<file path="config.mk">
export PLATFORM = sky130hd
export DESIGN_NAME = uart_rx_buffer
export DESIGN_NICKNAME = d
export VERILOG_FILES = /design/src/rtl/uart_rxb_pkg.sv /design/src/rtl/rxb_fifo.sv /design/src/rtl/rxb_timer.sv /design/src/rtl/uart_rx_buffer.sv
export SDC_FILE = /design/constraint.sdc
export NUM_CORES = 1
export LEC_CHECK = 0
export CELL_PAD_IN_SITES_DETAIL_PLACEMENT = 0
export CELL_PAD_IN_SITES_GLOBAL_PLACEMENT = 1
export CORE_ASPECT_RATIO = 1.1
export CORE_MARGIN = 2
export CORE_UTILIZATION = 40
export DETAILED_ROUTE_END_ITERATION = 16
export DONT_BUFFER_PORTS = 1
export GPL_ROUTABILITY_DRIVEN = 1
export HOLD_SLACK_MARGIN = 0.15
export PLACE_DENSITY = 0.71
export SYNTH_ARGS = -nofsm -noshare
export SYNTH_HDL_FRONTEND = slang
export SYNTH_SLANG_ARGS = --single-unit
</file>
<file path="constraint.sdc">
create_clock -name clk -period 3.5 [get_ports clk]
set_clock_uncertainty 0.1 [all_clocks]
set_input_delay 0.35 -clock clk [delete_from_list [all_inputs] [get_ports clk]]
set_output_delay 0.35 -clock clk [all_outputs]
set_load 0.02 [all_outputs]
</file>
<file path="src/rtl/uart_rxb_pkg.sv">
// Package: shared widths and the channel-dependent trigger level function
// for the UART receive buffer. Assumes channel numbers are elaboration-time
// constants.
package uart_rxb_pkg;

    localparam int BYTE_W = 8;
    localparam int TRIG_W = 9;

    // Trigger level: (field + 1) scaled by a per-channel factor.
    function automatic logic [TRIG_W-1:0] rx_trig_level(input int unsigned chan,
                                                        input logic [2:0] fld);
        logic [TRIG_W-1:0] steps;
        steps = {6'd0, fld} + 9'd1;
        case (chan)
            0:       return steps << 5;
            1, 4:    return steps << 3;
            2, 3:    return steps << 1;
            default: return '0;
        endcase
    endfunction

endpackage

</file>
<file path="src/rtl/rxb_fifo.sv">
// Circular byte store with power-of-two pointers and an occupancy counter.
// Assumes DEPTH is a power of two of at least 2 and the caller never pushes
// into a full store without popping in the same cycle. Flush wins over all.
module rxb_fifo #(
    parameter  int DEPTH = 16,
    localparam int AW    = $clog2(DEPTH),
    localparam int CW    = $clog2(DEPTH + 1)
) (
    input  logic          clk,
    input  logic          rst_n,
    input  logic          flush,
    input  logic          push,
    input  logic          pop,
    input  logic [7:0]    wdata,
    output logic [7:0]    head,
    output logic [CW-1:0] count,
    output logic [CW-1:0] count_nxt,
    output logic          full,
    output logic          empty
);

    logic [7:0]    mem [DEPTH];
    logic [AW-1:0] wr_ptr;
    logic [AW-1:0] rd_ptr;

    // Next occupancy from this cycle's push, pop and flush.
    always_comb begin
        if (flush) begin
            count_nxt = '0;
        end else begin
            case ({push, pop})
                2'b10:   count_nxt = count + CW'(1);
                2'b01:   count_nxt = count - CW'(1);
                default: count_nxt = count;
            endcase
        end
    end

    // Pointer and occupancy registers.
    always_ff @(posedge clk) begin
        if (!rst_n || flush) begin
            wr_ptr <= '0;
            rd_ptr <= '0;
            count  <= '0;
        end else begin
            if (push) wr_ptr <= wr_ptr + AW'(1);
            if (pop)  rd_ptr <= rd_ptr + AW'(1);
            count <= count_nxt;
        end
    end

    // Byte storage, written at the store pointer.
    always_ff @(posedge clk) begin
        if (push && !flush) mem[wr_ptr] <= wdata;
    end

    assign head  = mem[rd_ptr];
    assign full  = (count == CW'(DEPTH));
    assign empty = (count == '0);

endmodule

</file>
<file path="src/rtl/rxb_timer.sv">
// Receive timeout countdown in word-time ticks. Assumes one tick pulse per
// word. Cancel beats load, load beats a tick. Expiry is a one-cycle pulse.
module rxb_timer #(
    parameter int MULT_W = 4
) (
    input  logic              clk,
    input  logic              rst_n,
    input  logic              load,
    input  logic [MULT_W-1:0] mult,
    input  logic              cancel,
    input  logic              tick,
    output logic              expire
);

    logic              run_q;
    logic [MULT_W-1:0] cnt_q;

    // Expiry pulse on the tick that ends the last word of the window.
    assign expire = run_q && tick && (cnt_q <= MULT_W'(1)) && !cancel && !load;

    // Countdown state.
    always_ff @(posedge clk) begin
        if (!rst_n || cancel) begin
            run_q <= 1'b0;
            cnt_q <= '0;
        end else if (load) begin
            run_q <= 1'b1;
            cnt_q <= mult;
        end else if (run_q && tick) begin
            if (cnt_q <= MULT_W'(1)) run_q <= 1'b0;
            else                     cnt_q <= cnt_q - MULT_W'(1);
        end
    end

endmodule

</file>
<file path="src/rtl/uart_rx_buffer.sv">
// UART receive buffer: FIFO or single holding register, trigger-level and
// timeout-driven receive request, error capture, and status words.
// Assumes DEPTH is a power of two from 2 to 128 and CHANNEL is fixed per
// instance. Register decode lives outside; this block sees strobes only.
module uart_rx_buffer #(
    parameter int DEPTH   = 16,
    parameter int CHANNEL = 0
) (
    input  logic       clk,
    input  logic       rst_n,
    input  logic       rx_valid,
    input  logic [7:0] rx_byte,
    input  logic       rx_perr,
    input  logic       rx_ferr,
    input  logic       rx_break,
    input  logic       word_tick,
    input  logic       fcr_wr,
    input  logic [7:0] fcr_wdata,
    input  logic       ctl_wr,
    input  logic       ctl_tmo_en,
    input  logic       ctl_tmo_any,
    input  logic [3:0] ctl_tmo_mult,
    input  logic       tmo_clr,
    input  logic [1:0] req_clr,
    input  logic       data_rd,
    input  logic       err_rd,
    output logic [7:0] rd_data,
    output logic [3:0] rx_status,
    output logic [8:0] fifo_status,
    output logic [3:0] err_status,
    output logic [7:0] fifo_ctl,
    output logic       req_rx,
    output logic       req_err,
    output logic       tx_flush
);
    import uart_rxb_pkg::*;

    localparam int CW = $clog2(DEPTH + 1);

    logic [7:0]        fcr_q;
    logic              tmo_en_q;
    logic              tmo_any_q;
    logic [3:0]        tmo_mult_q;
    logic [7:0]        hold_q;
    logic              rdy_q;
    logic              rdy_nxt;
    logic              tmo_flag_q;
    logic [3:0]        err_q;
    logic              req_rx_q;
    logic              req_err_q;
    logic              tx_flush_q;

    logic              fifo_en;
    logic              rx_flush;
    logic              arrive;
    logic [7:0]        in_byte;
    logic              pop_ok;
    logic              acc;
    logic              drop;
    logic              rd_empty;
    logic              lvl_hit;
    logic              tmo_fire;
    logic              tmo_expire;
    logic [TRIG_W-1:0] trig;

    logic [7:0]        f_head;
    logic [CW-1:0]     f_count;
    logic [CW-1:0]     f_count_nxt;
    logic              f_full;
    logic              f_empty;

    // Input qualification: which byte arrives and whether it is kept.
    always_comb begin
        fifo_en  = fcr_q[0];
        rx_flush = fcr_wr && fcr_wdata[1];
        arrive   = rx_valid || rx_break;
        in_byte  = rx_break ? 8'h00 : rx_byte;
        pop_ok   = data_rd && fifo_en && !f_empty && !rx_flush;
        acc      = fifo_en && arrive && !rx_flush && (!f_full || pop_ok);
        drop     = fifo_en && arrive && !rx_flush && f_full && !pop_ok;
        rd_empty = data_rd && fifo_en && f_empty;
    end

    rxb_fifo #(.DEPTH(DEPTH)) u_fifo (
        .clk       (clk),
        .rst_n     (rst_n),
        .flush     (rx_flush),
        .push      (acc),
        .pop       (pop_ok),
        .wdata     (in_byte),
        .head      (f_head),
        .count     (f_count),
        .count_nxt (f_count_nxt),
        .full      (f_full),
        .empty     (f_empty)
    );

    // Level condition judged on the occupancy after this cycle's updates.
    always_comb begin
        trig    = rx_trig_level(CHANNEL, fcr_q[6:4]);
        lvl_hit = fifo_en &&
                  (((f_count_nxt != '0) && !tmo_en_q) ||
                   (TRIG_W'(f_count_nxt) >= trig));
    end

    rxb_timer #(.MULT_W(4)) u_timer (
        .clk    (clk),
        .rst_n  (rst_n),
        .load   (acc && tmo_en_q),
        .mult   (tmo_mult_q),
        .cancel (lvl_hit || rx_flush || !tmo_en_q),
        .tick   (word_tick),
        .expire (tmo_expire)
    );

    assign tmo_fire = tmo_expire && (rdy_q || tmo_any_q);

    // Data-ready next state: occupancy in FIFO mode, holding flag otherwise.
    always_comb begin
        if (fifo_en) begin
            rdy_nxt = (f_count_nxt != '0);
        end else if (arrive) begin
            rdy_nxt = 1'b1;
        end else if (data_rd || rx_flush) begin
            rdy_nxt = 1'b0;
        end else begin
            rdy_nxt = rdy_q;
        end
    end

    // Control registers; the FIFO reset bits are never stored.
    always_ff @(posedge clk) begin
        if (!rst_n) begin
            fcr_q      <= '0;
            tmo_en_q   <= 1'b0;
            tmo_any_q  <= 1'b0;
            tmo_mult_q <= '0;
            tx_flush_q <= 1'b0;
        end else begin
            if (fcr_wr) fcr_q <= fcr_wdata & 8'hF9;
            if (ctl_wr) begin
                tmo_en_q   <= ctl_tmo_en;
                tmo_any_q  <= ctl_tmo_any;
                tmo_mult_q <= ctl_tmo_mult;
            end
            tx_flush_q <= fcr_wr && fcr_wdata[2];
        end
    end

    // Holding register and data-ready flag.
    always_ff @(posedge clk) begin
        if (!rst_n) begin
            hold_q <= '0;
            rdy_q  <= 1'b0;
        end else begin
            if (arrive && !fifo_en) hold_q <= in_byte;
            rdy_q <= rdy_nxt;
        end
    end

    // Sticky requests, timeout flag and error word; a new cause beats a clear.
    always_ff @(posedge clk) begin
        if (!rst_n) begin
            req_rx_q   <= 1'b0;
            req_err_q  <= 1'b0;
            tmo_flag_q <= 1'b0;
            err_q      <= '0;
        end else begin
            req_rx_q   <= (req_rx_q && !req_clr[0]) || lvl_hit ||
                          (!fifo_en && rdy_nxt) || tmo_fire;
            req_err_q  <= (req_err_q && !req_clr[1]) || drop || rd_empty;
            tmo_flag_q <= (tmo_flag_q && !tmo_clr) || tmo_fire;
            err_q      <= (err_rd ? 4'b0000 : err_q) |
                          {rx_break,
                           rx_valid && !rx_break && rx_ferr,
                           rx_valid && !rx_break && rx_perr,
                           drop};
        end
    end

    // Register read views.
    always_comb begin
        if (fifo_en) rd_data = f_empty ? 8'h00 : f_head;
        else         rd_data = hold_q;
        rx_status   = {tmo_flag_q, 1'b1, 1'b1, rdy_q};
        fifo_status = {f_full, f_full ? 8'h00 : 8'(f_count)};
        err_status  = err_q;
        fifo_ctl    = fcr_q;
        req_rx      = req_rx_q;
        req_err     = req_err_q;
        tx_flush    = tx_flush_q;
    end

endmodule

</file>
Yosys cells after proc, flatten, opt, wreduce, memory -nomap -nowiden:

Memory sizes are Yosys's and may differ from the RTL's. A register that Yosys moved wholly into a read port is not among the register bits.
Cells that the tools add are included.

* register bits after elaboration: 47
* memory bits (writable): 128
* input port bits: 36
* memories: 1

Memories
* u_fifo.mem: depth 16, bits a word 8, read ports 1, clocked after Yosys merged registers in 1, wr ports 1, line rxb_fifo.sv:22 `logic [7:0] mem [DEPTH];`

* $add $sub $neg: 6
* order comparisons: 2
* equal/unequal tests: 4
* mux-type cells: 20
* bitwise operators: 1
* reductions and logical operators: 62

Operators with widths (number)
* logical AND 1 bit: 28
* two-way mux 4 bit: 6
* two-way mux 8 bit: 3
* logical OR 1 bit: 15
* zero test 1 bit: 13
* two-way mux 5 bit: 2
* case mux 5 bit (2 select lines): 1
* >= comparator 5 x 9 -> 1 bit: 1
* adder 4 x 1 -> 4 bit (second input constant): 2
* two-way mux 1 bit: 8
* adder 5 x 1 -> 5 bit (second input constant): 1
* equality test 5 bit (second input constant): 1
* zero test 5 bit: 1
* nonzero test 5 bit: 1
* subtractor 5 x 1 -> 5 bit (second input constant): 1
* adder 3 x 1 -> 4 bit (second input constant): 1
* <= comparator 4 x 1 -> 1 bit (second input constant): 1
* OR 4 bit: 1
* AND reduction 2 bit: 2
* nonzero test 2 bit: 2
* subtractor 4 x 1 -> 4 bit (second input constant): 1
* equality test 2 x 1 -> 1 bit (second input constant): 1
* equality test 2 bit (second input constant): 1
* inequality test 2 x 1 -> 1 bit (second input constant): 1

Logic depth before layout (Yosys ltp):

* word-level depth: 20
* gate-level depth with buffers: 14

By module:

Synthesis repeated with hierarchy kept, for this count alone.

* cells, all modules: 535
* area total of the unflattened synthesis: 7795.0 um^2

By module, submodules not included
* rxb_fifo: times used 1, cells each 319, area each 5913.2 um^2, sequential area each 4184.0 um^2
* uart_rx_buffer: times used 1, cells each 173, area each 1520.2 um^2, sequential area each 580.6 um^2
* rxb_timer: times used 1, cells each 43, area each 361.6 um^2, sequential area each 100.1 um^2

Least setup slack after synthesis:

Ideal clock, no wire load.

* kind: flip-flop to flip-flop
* start: register u_fifo.count[2]
* end: register req_rx_q (netlist: req_rx)
* setup time: 0.115 ns
* arrival: 3.138 ns
* slack: 0.148 ns
* stages on the path, launching flop included: 14
* period minus slack after synthesis: 3.352 ns
* cell sequence: dfxtp_1 -> clkbuf_1 -> nor4_1 -> nand2_1 -> nor2_1 -> nor3_2 -> inv_1 -> ha_1 -> or3b_1 -> mux2i_1 -> mux2i_1 -> o2111a_2 -> o21a_4 -> o21a_1

* cells in the longest elaborated chain, start to end: 20
* elaborated cells on any way between the ends: 32

Ends and longest elaborated chain
* from (decl): line rxb_fifo.sv:16 `output logic [CW-1:0] count,`
* from (signal assigned): line rxb_fifo.sv:48 `count <= count_nxt;`
* parallel branches: the longest is 19 deep, another holds >= comparator 5 x 9 -> 1 bit
* logical OR 1 bit *: line uart_rx_buffer.sv:170 `(!fifo_en && rdy_nxt) || tmo_fire;`
* to (signal assigned): line uart_rx_buffer.sv:169 `req_rx_q <= (req_rx_q && !req_clr[0]) || lvl_hit ||`
* to (decl): line uart_rx_buffer.sv:49 `logic req_rx_q;`

Mark *: on every way between the ends.
A chain may end at the register's enable or synchronous reset.

Worst setup path in the final report:

* start: register u_fifo.count[0]
* end: register u_timer.cnt_q[2]

* cells in the longest elaborated chain, start to end: 16
* elaborated cells on any way between the ends: 27

Ends and longest elaborated chain
* parallel branches: the longest is 16 deep, another holds >= comparator 5 x 9 -> 1 bit
* to (signal assigned): line rxb_timer.sv:28 `cnt_q <= mult;`
* to (signal assigned): line rxb_timer.sv:31 `else cnt_q <= cnt_q - MULT_W'(1);`
* to (decl): line rxb_timer.sv:16 `logic [MULT_W-1:0] cnt_q;`

Several ways; the timed one is not identified.

==> results.cfg <==
[yosys]
yosys-top-cells-count = edfxtp_1 (128), dfxtp_1 (51), nor2_1 (42)
synth_edf_count = 128
synth_top_area_share_pct = 50.24
ys_seq_area_share_pct = 63.58
netlist_instances = 528
ys_seq_elements = 179
synth_ff_type = edfxtp_1
ys_warn_count = 0
synth.most_common_cell = edfxtp_1
async_flop_share_pct = 0
ys_types = 53
yosysTopAreaCell = edfxtp_1
syn_avg_cell_area_sq_um = 14.49
netlist_area_sq_um = 7651
synthTopCellsByArea = edfxtp_1 (50%), dfxtp_1 (13%), mux4_2 (12%), mux2i_1 (2.5%), nor2b_1 (2.4%)

[critical_path]
required_ps = 3730
cp_common_cell = mux2i_1
arrival_ps = 3450
cp_slowest_cell = or3b_1
crit_fanout = 6
critical_path_class = reg2reg
startpoint_type = flip-flop
end_kind = flip-flop
max_stage_delay_ps = 420
crit_chain = nor4_1 > nand2b_1 > and3_1 > ha_1 > or3b_1 > mux2i_1 > mux2i_1 > o2111a_2 > o21a_4 > a2111oi_2

[sta]
hold_viol_final = 0
finalCritPeriodShare_pct = 91.96
max_slew_margin_pct = 23.41
max_freq_ghz = 0.3107
fin_crit_ps = 3219
tns_ps = 0
setup_ws_ps = 281.5
rsz0062_at_grt = false
tightest_slew_ps = 1146
setup_violations = 0
final_max_slew_viol_count = 0

[grt]
grt_pass1_vias = 4644
grt_overflow = 0
grt_max_degree = 33
grt_pass1_wl_mm = 26.54
grt.busiest_layer = met2
track_usage_pct = 17.90
globalRouteMet3Util_pct = 4.451
use_met1_pct = 22.12
antenna_found_initial = 0
gr-usage-met2_pct = 30.10

[die]
initial_core_util_pct = 40.34
ioPinCount = 72
fp.coreArea_sq_um = 18970
die_area_sq_um = 20250
die_x_microns = 135.9
chipHeight_microns = 149.1
rows = 53

[clock_network]
cts_buffer_depth = 2
cts_tree = built
clock_sinks = 179
postCtsSetupRepairBufs = 0
clkLatencyLatePin_ps = 430
clk_pin_slew_ps = 70
cts_root_buffer = clkbuf_16
cts_max_level = 4
cts_buffers = 17

[power_and_ir_drop]
p_per_area_nw_per_um2 = 500.9
cellLeakagePower_nw = 3.051
ir_worst_vdd_mv = 0.4055

[final_layout]
nets = 624
insertedDiodeCount = 0
multi_input_area_sq_um = 2507
area_delta_synth_final_pct = 17.94
drive_above_1_share_pct = 18.81
fillerInstances = 1663
fin_cells = 837
seq_area_sq_um = 4866

[route]
routedWlPerCell_microns = 20.63
drc_errors = 0
finalWirelength_mm = 17.26
ant_nets = 0
drtPass1Iterations = 5
routed_via_density = 5.321
vias = 4454
drt_iter0_markers = 296

[placement]
preCtsSetupSlack_ps = 252.8
io_buffers = 0
routabilityCongestion = 0.7535
placed_cells = 765
dp_hpwl_mm = 11.03

[flow_run]
maxCapViolations = 0

[status]
outcome = finished, final reports clean

[worst_hold_path]
hold_class = in2reg
## worst paths after layout
check | from | endpoint | slack (ps) | depth (start not counted)
worst max register to register | u_fifo.count[0] | u_timer.cnt_q[2] | 280 | 10
worst min register to register | hold_q[1] | hold_q[1] | 380 | 2
worst min-delay path | rst_n | u_timer.cnt_q[3] | 170 | 2
worst max-delay path | u_fifo.count[0] | u_timer.cnt_q[2] | 280 | 10
## metal layers
layer / up-vias / wire [microns]
met1: 2287 / 7166
met5: - / 0
met3: 25 / 696
li1: 2032 / -
met2: 110 / 9013
met4: 0 / 388
## critical path: cells and delay by family, from the launching register on
family	cells	cell delay (ps)
and+or+nand+nor	4	1260
DFF	1	350
AOI/OAI and AO/OA	3	750
muxes	2	340
adders and majority gates	1	320
## cell type report
cell class / count / area share, %
clock buffers: 20 / 5.297
clock inverters: 12 / 1.705
inverters: 25 / 1.040
multi-input cells: 287 / 27.79
flip-flops and latches: 179 / 53.92
well taps: 247 / 3.425
repair buffers: 67 / 6.822
## cell usage in the layout, fill, tap and decap left out, types with 7 or more instances in the layout
| master | n |
|---|---|
| nand2_1 | 36 |
| buf_4 | 26 |
| xnor2_1 | 7 |
| conb_1 | 7 |
| inv_1 | 25 |
| dfxtp_1 | 50 |
| clkbuf_16 | 18 |
| dlygate4sd3_1 | 40 |
| mux2i_1 | 19 |
| mux4_2 | 40 |
| nor3_1 | 9 |
| o22ai_1 | 10 |
| nor2_1 | 42 |
| nor2b_1 | 29 |
| ha_1 | 11 |
| a21boi_0 | 8 |
| edfxtp_1 | 128 |
| xor2_1 | 7 |
| a21oi_1 | 10 |
| o21a_1 | 7 |
## cell families after synthesis
family,synth area share (%)
xor+xnor,1.603
simple gates,8.962
other cells,0.09816
compound gates,5.609
mux,14.41
fa+ha+maj,1.799
buf+inv,3.941
flops,63.58
## sequential cells by signal, indices dropped and copies added (netlist names), 4 cells and up, named ones only
| signal | flops |
|---|---|
| u_fifo.mem | 128 |
| hold_q | 8 |
| fifo_ctl | 6 |
| u_fifo.count | 5 |
| err_status | 4 |
| tmo_mult_q | 4 |
| u_fifo.rd_ptr | 4 |
| u_fifo.wr_ptr | 4 |
| u_timer.cnt_q | 4 |
## through the flow
stage | cell area, sq um | hold WS (ps) | util [%] | total power [mW]
finish | 9024 | 174.9 | 47.58 | 4.520
global route | 9024 | 192.8 | 47.58 | 4.655
CTS | 9020 | 156.0 | 47.56 | 4.556
detailed placement | 7988 | 365.0 | 42.12 | 2.510
global placement | 7988 | 350.2 | 42.12 | 2.505
floorplan | 7670 | 343.5 | - | 2.478
## report_power, final
group | total (mW) | internal (mW) | switching (mW)
Combinational | 0.196 | 0.0857 | 0.110
Sequential | 2.31 | 2.29 | 0.0254
Clock | 2.01 | 1.16 | 0.850
## what timing repair did
action | in CTS | in global routing
hold buffers | 40 | 0
endpoints found under the setup margin | 0 | 1
endpoints found under the hold margin | 30 | 0
gates resized for setup | 0 | 1
(Power assumes the default switching activity.)
